### src/rtl/hbcfg_pkg.sv
package hbcfg_pkg;

  localparam int unsigned CFG_BYTES = 256;
  localparam int unsigned OFS_W     = 8;

  // Offsets whose fields are decoded by the shadow logic.
  localparam logic [7:0] OFS_MODE = 8'h53;
  localparam logic [7:0] OFS_SEGEN = 8'h54;
  localparam int unsigned MODE_LSB = 5;
  localparam int unsigned SEGEN_LSB = 4;

  // Masked / forced offsets.
  localparam logic [7:0] OFS_CMD_LO = 8'h04;
  localparam logic [7:0] OFS_CMD_HI = 8'h05;
  localparam logic [7:0] OFS_STS_LO = 8'h06;
  localparam logic [7:0] OFS_STS_HI = 8'h07;

  typedef enum logic [1:0] {
    SHD_RX_WI = 2'b00,
    SHD_RX_WX = 2'b01,
    SHD_RI_WI = 2'b10,
    SHD_RI_WX = 2'b11
  } shd_mode_e;

  // Default image of the space after the asynchronous reset.
  function automatic logic [7:0] cfg_default(input int unsigned ofs);
    logic [7:0] v;
    case (ofs)
      'h00: v = 8'h39;
      'h01: v = 8'h10;
      'h02: v = 8'h06;
      'h03: v = 8'h04;
      'h04: v = 8'h07;
      'h06: v = 8'h80;
      'h07: v = 8'h02;
      'h0B: v = 8'h06;
      'h50: v = 8'hBC;
      'h51: v = 8'hFB;
      'h52: v = 8'hAD;
      'h53: v = 8'hFE;
      default: v = 8'h00;
    endcase
    return v;
  endfunction

  // Offsets that never accept a write.
  function automatic logic cfg_read_only(input logic [7:0] ofs);
    logic ro;
    ro = 1'b0;
    if (ofs <= 8'h03) ro = 1'b1;
    if ((ofs >= 8'h08) && (ofs <= 8'h0C)) ro = 1'b1;
    if (ofs == 8'h0E) ro = 1'b1;
    if ((ofs >= 8'h10) && (ofs <= 8'h4E)) ro = 1'b1;
    return ro;
  endfunction

endpackage

### src/rtl/hbcfg_wfilter.sv
module hbcfg_wfilter
  import hbcfg_pkg::*;
#(
  parameter int unsigned FUNC_W = 3
) (
  input  logic [FUNC_W-1:0] cfg_func,
  input  logic [7:0]        cfg_addr,
  input  logic [7:0]        cfg_wdata,
  input  logic              cfg_wr,
  output logic              wr_ok,
  output logic [7:0]        wr_byte
);

  logic func_zero;

  assign func_zero = (cfg_func == '0);

  always_comb begin
    wr_ok = cfg_wr & func_zero & ~cfg_read_only(cfg_addr);
  end

  always_comb begin
    unique case (cfg_addr)
      OFS_CMD_LO: wr_byte = (cfg_wdata & 8'h42) | 8'h04;
      OFS_CMD_HI: wr_byte = cfg_wdata & 8'h01;
      OFS_STS_LO: wr_byte = 8'h00;
      OFS_STS_HI: wr_byte = 8'h02;
      default:    wr_byte = cfg_wdata;
    endcase
  end

endmodule

### src/rtl/hbcfg_regfile.sv
module hbcfg_regfile
  import hbcfg_pkg::*;
(
  input  logic       clk,
  input  logic       rst_n,
  input  logic       sys_rst,
  input  logic       wr_ok,
  input  logic [7:0] wr_addr,
  input  logic [7:0] wr_byte,
  output logic [7:0] cfg_q [CFG_BYTES]
);

  for (genvar i = 0; i < CFG_BYTES; i++) begin : g_byte
    localparam logic [7:0] RST_VAL = cfg_default(i);
    logic       ld;
    logic [7:0] d;
    logic [7:0] q_r;
    logic       hit;

    assign hit = wr_ok & (wr_addr == 8'(i));

    if (i == int'(OFS_SEGEN)) begin : g_segen
      // warm reset wins over a write in the same cycle
      always_comb begin
        ld = sys_rst | hit;
        d  = sys_rst ? (q_r & 8'h0F) : wr_byte;
      end
    end else begin : g_plain
      always_comb begin
        ld = ~sys_rst & hit;
        d  = wr_byte;
      end
    end

    always_ff @(posedge clk or negedge rst_n) begin
      if (!rst_n) begin
        q_r <= RST_VAL;
      end else if (ld) begin
        q_r <= d;
      end
    end

    assign cfg_q[i] = q_r;
  end

endmodule

### src/rtl/hbcfg_shadow.sv
module hbcfg_shadow
  import hbcfg_pkg::*;
#(
  parameter int unsigned SEG_COUNT = 4
) (
  input  logic                 clk,
  input  logic                 rst_n,
  input  logic [1:0]           mode,
  input  logic [SEG_COUNT-1:0] seg_en,
  output logic [SEG_COUNT-1:0] rd_int,
  output logic [SEG_COUNT-1:0] wr_int
);

  logic [SEG_COUNT-1:0] rd_int_d;
  logic [SEG_COUNT-1:0] wr_int_d;
  logic                 mode_rd_int;
  logic                 mode_wr_int;

  always_comb begin
    unique case (shd_mode_e'(mode))
      SHD_RX_WI: begin mode_rd_int = 1'b0; mode_wr_int = 1'b1; end
      SHD_RX_WX: begin mode_rd_int = 1'b0; mode_wr_int = 1'b0; end
      SHD_RI_WI: begin mode_rd_int = 1'b1; mode_wr_int = 1'b1; end
      default:   begin mode_rd_int = 1'b1; mode_wr_int = 1'b0; end
    endcase
  end

  for (genvar s = 0; s < SEG_COUNT; s++) begin : g_seg
    always_comb begin
      rd_int_d[s] = seg_en[s] & mode_rd_int;
      wr_int_d[s] = seg_en[s] & mode_wr_int;
    end
  end

  always_ff @(posedge clk or negedge rst_n) begin
    if (!rst_n) begin
      rd_int <= '0;
      wr_int <= '0;
    end else begin
      rd_int <= rd_int_d;
      wr_int <= wr_int_d;
    end
  end

endmodule

### src/rtl/host_cfg_shadow.sv
module host_cfg_shadow
  import hbcfg_pkg::*;
#(
  parameter int unsigned FUNC_W    = 3,
  parameter int unsigned SEG_COUNT = 4
) (
  input  logic                 clk,
  input  logic                 rst_n,
  input  logic                 sys_rst,
  input  logic [FUNC_W-1:0]    cfg_func,
  input  logic [7:0]           cfg_addr,
  input  logic [7:0]           cfg_wdata,
  input  logic                 cfg_wr,
  input  logic                 cfg_rd,
  output logic [7:0]           cfg_rdata,
  output logic [SEG_COUNT-1:0] shd_rd_int,
  output logic [SEG_COUNT-1:0] shd_wr_int
);

  logic       wr_ok;
  logic [7:0] wr_byte;
  logic [7:0] cfg_q [CFG_BYTES];
  logic [1:0] mode_q;
  logic [7:0] en_byte_q;

  hbcfg_wfilter #(.FUNC_W(FUNC_W)) u_wfilter (
    .cfg_func  (cfg_func),
    .cfg_addr  (cfg_addr),
    .cfg_wdata (cfg_wdata),
    .cfg_wr    (cfg_wr),
    .wr_ok     (wr_ok),
    .wr_byte   (wr_byte)
  );

  hbcfg_regfile u_regfile (
    .clk     (clk),
    .rst_n   (rst_n),
    .sys_rst (sys_rst),
    .wr_ok   (wr_ok),
    .wr_addr (cfg_addr),
    .wr_byte (wr_byte),
    .cfg_q   (cfg_q)
  );

  assign mode_q    = cfg_q[OFS_MODE][MODE_LSB +: 2];
  assign en_byte_q = cfg_q[OFS_SEGEN];

  hbcfg_shadow #(.SEG_COUNT(SEG_COUNT)) u_shadow (
    .clk    (clk),
    .rst_n  (rst_n),
    .mode   (mode_q),
    .seg_en (en_byte_q[SEGEN_LSB +: SEG_COUNT]),
    .rd_int (shd_rd_int),
    .wr_int (shd_wr_int)
  );

  always_comb begin
    if (!cfg_rd) begin
      cfg_rdata = 8'h00;
    end else if (cfg_func != '0) begin
      cfg_rdata = 8'hFF;
    end else begin
      cfg_rdata = cfg_q[cfg_addr];
    end
  end

endmodule

### config.mk
export PLATFORM = sky130hd
export DESIGN_NAME = host_cfg_shadow
export DESIGN_NICKNAME = d
export VERILOG_FILES = /design/src/rtl/hbcfg_pkg.sv /design/src/rtl/hbcfg_wfilter.sv /design/src/rtl/hbcfg_regfile.sv /design/src/rtl/hbcfg_shadow.sv /design/src/rtl/host_cfg_shadow.sv
export SDC_FILE = /design/constraint.sdc
export NUM_CORES = 2
export LEC_CHECK = 0
export CORE_ASPECT_RATIO = 2
export CORE_MARGIN = 2
export CORE_UTILIZATION = 64
export DETAILED_ROUTE_END_ITERATION = 6
export DONT_BUFFER_PORTS = 1
export GPL_TIMING_DRIVEN = 0
export PLACE_DENSITY_LB_ADDON = 0.2
export SLEW_MARGIN = 20
export SYNTH_ARGS = -nofsm -noshare
export SYNTH_HDL_FRONTEND = slang
export SYNTH_SLANG_ARGS = --single-unit
export TNS_END_PERCENT = 1
### constraint.sdc
create_clock -name clk -period 6.4 [get_ports clk]
set_input_delay 1.92 -clock clk [delete_from_list [all_inputs] [get_ports clk]]
set_output_delay 1.92 -clock clk [all_outputs]
set_load 0.01 [all_outputs]
==> results.tsv <==
metric	value	unit
status	finished with violations	
failing checks	DRC, setup timing	
Post-DP HPWL	269000	um
kind of cell adding the most delay to the critical path	simple AND/OR/NAND/NOR gates	
CTS tree	done	
Power Total	26900	uW
FF-to-FF path depth	2	
Max Fanout on Critical Path	10	
area added between synthesis and finish	15.8	%
Core Region	136000	sq um
largest net degree at the start of global routing	259	
met1 global-route usage	0.590	
Filler cells	8724	
DRT Wirelength	387000	um
Achievable Freq	138	MHz
clock skew after layout	8.26	ps
setup tns final	-5700	ps
Skew-Pair Late Insertion Delay	910	ps
GRT Overall Usage	0.570	
IO Count	40	
Yosys cell types	65	
clock sinks	2056	
type of the most critical hold path	register to register	
crit share post-route	1.13	
most frequent cells in the layout	2017 x dfrtp_1, 1031 x nand2_1, 885 x clkbuf_1, 803 x o21ai_0, 521 x mux4_2	
RSZ-0062 raised after global routing	yes	
max-slew violations	0	
Seq cells post-synth	2056	
wire per inst	42.1	um
Yosys Warn Count	0	
met2 usage	0.808	
CP max-delay cell	nor2_2	
GRT overflow	0	
Final setup violation count	8	
fin crit period	7230	ps
Slew headroom	0.0696	
Die H	528	um
PnR worst setup slack	-830	ps
fraction of layout cells with a size suffix above 1	0.266	
crit path capture	cfg_rdata[2]	
Reg2Reg Capture Point	u_regfile.g_byte[79].q_r[7]	
Die X	266	um
critical path depth	9	
Mapped Cells	6882	
ys flop type	dfrtp_1	
syn nets	6906	
TritonCTS buffer count	180	
register area share after synthesis	0.586	
Die Area	140000	sq um
First-pass DRT Iterations	7	
antenna-violating nets left	0	
via count	66506	
P_leak	0.0460	uW
first-pass GRT wire length	533000	um
DRC Markers	16	
synthesized area	87800	sq um
CP Capture Type	output port	
GR Util met3	0.267	
crit path DAT	5310	ps
post-route core utilization	0.745	
CP max stage delay	840	ps
Tightest Pin Transition	1390	ps
Worst Setup Path Type	input port to output port	
MaxCap Viol Count	0	
Total Nets Final	7282	
slack of the worst reg-to-reg path	5480	ps
H-tree Lvls	4	
DRT iter0 DRCs	9590	
busiest grt layer	met2	
Critical path origin	cfg_addr[4]	
r2r startpoint	u_regfile.g_byte[79].q_r[7]	
placed instance count	8700	
clock root buffer	clkbuf_16	
CP cell instances	buf_2 > nand2b_1 > clkbuf_4 > nor2_2 > o211ai_1 > o21ai_2 > a22oi_2 > nand4_1 > o21a_2	
via/cell ratio	7.24	
global placer's final weighted congestion	1.09	
Startpoint Class	input port	
vias in the first global route	66239	
Mean Syn Cell Area	12.8	sq um
PD cells	265	nW/um^2
most common cell after layout, fill and taps aside	dfrtp_1	
initial antenna violation count	55	
CP bufs+invs	2	
Finished Layout Cells	9186	
clk buf depth	4	
Reg clk slew, reported paths	70	ps
Final Hold Vio Count	0	
Worst VDD drop	303	uV
CP required	4480	ps
I/O Buffers	0	
starting density of the core	0.644	
number of synthesized flops with an enable pin	0	
ys async rst share	1.00	
Cell Rows	192	
==> cell families (layout without fill, tap and decap cells) <==
logic type | Yosys count | after routing | synth area share
AOI/OAI and AO/OA | 1215 | 1215 | 0.0763
buffers and inverters | 1074 | 1589 | 0.0501
DFF | 2056 | 2056 | 0.586
muxes | 1080 | 1080 | 0.204
other | 0 | 43 | 0
and+or+nand+nor | 1457 | 1457 | 0.0828
==> worst register-to-register path, cell delays in order (launching register included) <==
cell,delay [ps]
dfrtp_1,540
nand2_1,120
o21ai_0,110
==> area by class of cell <==
cell class                      count  area (sq um)  area share
Timing Repair Buffer              195          2690      0.0264
Antenna cell                       43           108     0.00106
Clock buffer                      250          5140      0.0506
Tap cell                         1746          2180      0.0215
Sequential cell                  2056         51500       0.506
Clock inverter                     71           966     0.00950
Multi-Input combinational cell   3752         33000       0.324
Inverter                            5          23.8    0.000234
Buffer                           1068          6100      0.0600
==> cells in the mapped netlist, drive strengths merged, types with 5 or more instances <==
cell type / instances / share of area
o21a: 7 / 0.00060
a22o: 10 / 0.0010
nor3: 25 / 0.0021
nor2b: 38 / 0.0027
a32oi: 19 / 0.0019
a211oi: 5 / 0.00043
o21ai: 808 / 0.046
a21oi: 201 / 0.011
a31oi: 13 / 0.00093
a32o: 8 / 0.00091
nand3: 23 / 0.0013
or3: 5 / 0.00036
nor2: 185 / 0.0079
o2111ai: 6 / 0.00060
buf: 149 / 0.011
nand2b: 11 / 0.00078
mux2i: 72 / 0.0082
nor4: 88 / 0.020
and2: 18 / 0.0013
nand4: 10 / 0.00071
a2111oi: 9 / 0.0011
mux2: 487 / 0.063
inv: 5 / 0.00021
dfstp: 39 / 0.012
dfrtp: 2017 / 0.57
clkbuf: 920 / 0.039
mux4: 521 / 0.13
a221oi: 14 / 0.0014
o22ai: 18 / 0.0013
nand2: 1037 / 0.044
a22oi: 76 / 0.0065
==> metrics by stage <==
stage / area [sq um] / hold slack [ps] / setup WS [ps]
after floorplan: 87800 / 424 / 170
after global placement: 90000 / 432 / -4040
after detailed placement: 91700 / 435 / -2980
after CTS: 101000 / 444 / -459
after global routing: 102000 / 453 / -574
final: 102000 / 445 / -830
==> layer usage <==
layer | vias to the layer above | part of all wire
met5 | - | 0.00049
met3 | 2452 | 0.13
met4 | 24 | 0.15
met1 | 33770 | 0.29
met2 | 5597 | 0.43
li1 | 24663 | -
==> sequential cells by signal, summed over array words and instances, names as in the netlist <==
name	flops
u_regfile.g_byte.q_r	2048
u_shadow.rd_int	4
u_shadow.wr_int	4
==> how the worst min path moves through the flow <==
stage | from | end | slack (ps) | depth (start not counted)
6_report | u_regfile.g_byte[11].q_r[1] | u_regfile.g_byte[11].q_r[1] | 440 | 1
5_1_grt | u_regfile.g_byte[0].q_r[4] | u_regfile.g_byte[0].q_r[4] | 450 | 1
4_1_cts | u_regfile.g_byte[11].q_r[1] | u_regfile.g_byte[11].q_r[1] | 440 | 1
3_5_place_dp | u_regfile.g_byte[11].q_r[1] | u_regfile.g_byte[11].q_r[1] | 440 | 1
3_3_place_gp | u_regfile.g_byte[0].q_r[0] | u_regfile.g_byte[0].q_r[0] | 430 | 1
2_1_floorplan | u_regfile.g_byte[10].q_r[0] | u_regfile.g_byte[10].q_r[0] | 420 | 1
==> where the power goes <==
part	switching, uW	internal, uW	leakage (uW)
Combinational	1640	545	0.0144
Clock	5180	6520	0.00301
Sequential	19.2	13000	0.0286
Total	6840	20100	0.0460
==> repair_timing <==
action,4_1_cts,5_1_grt
resized for setup,538,25
setup buffers,101,18
endpoints found under the setup margin,8,8
cloned,3,0
hold buffers,0,0
pin swaps,35,14
hold endpoints to repair,0,0
Power figures use the tool's default switching activity.
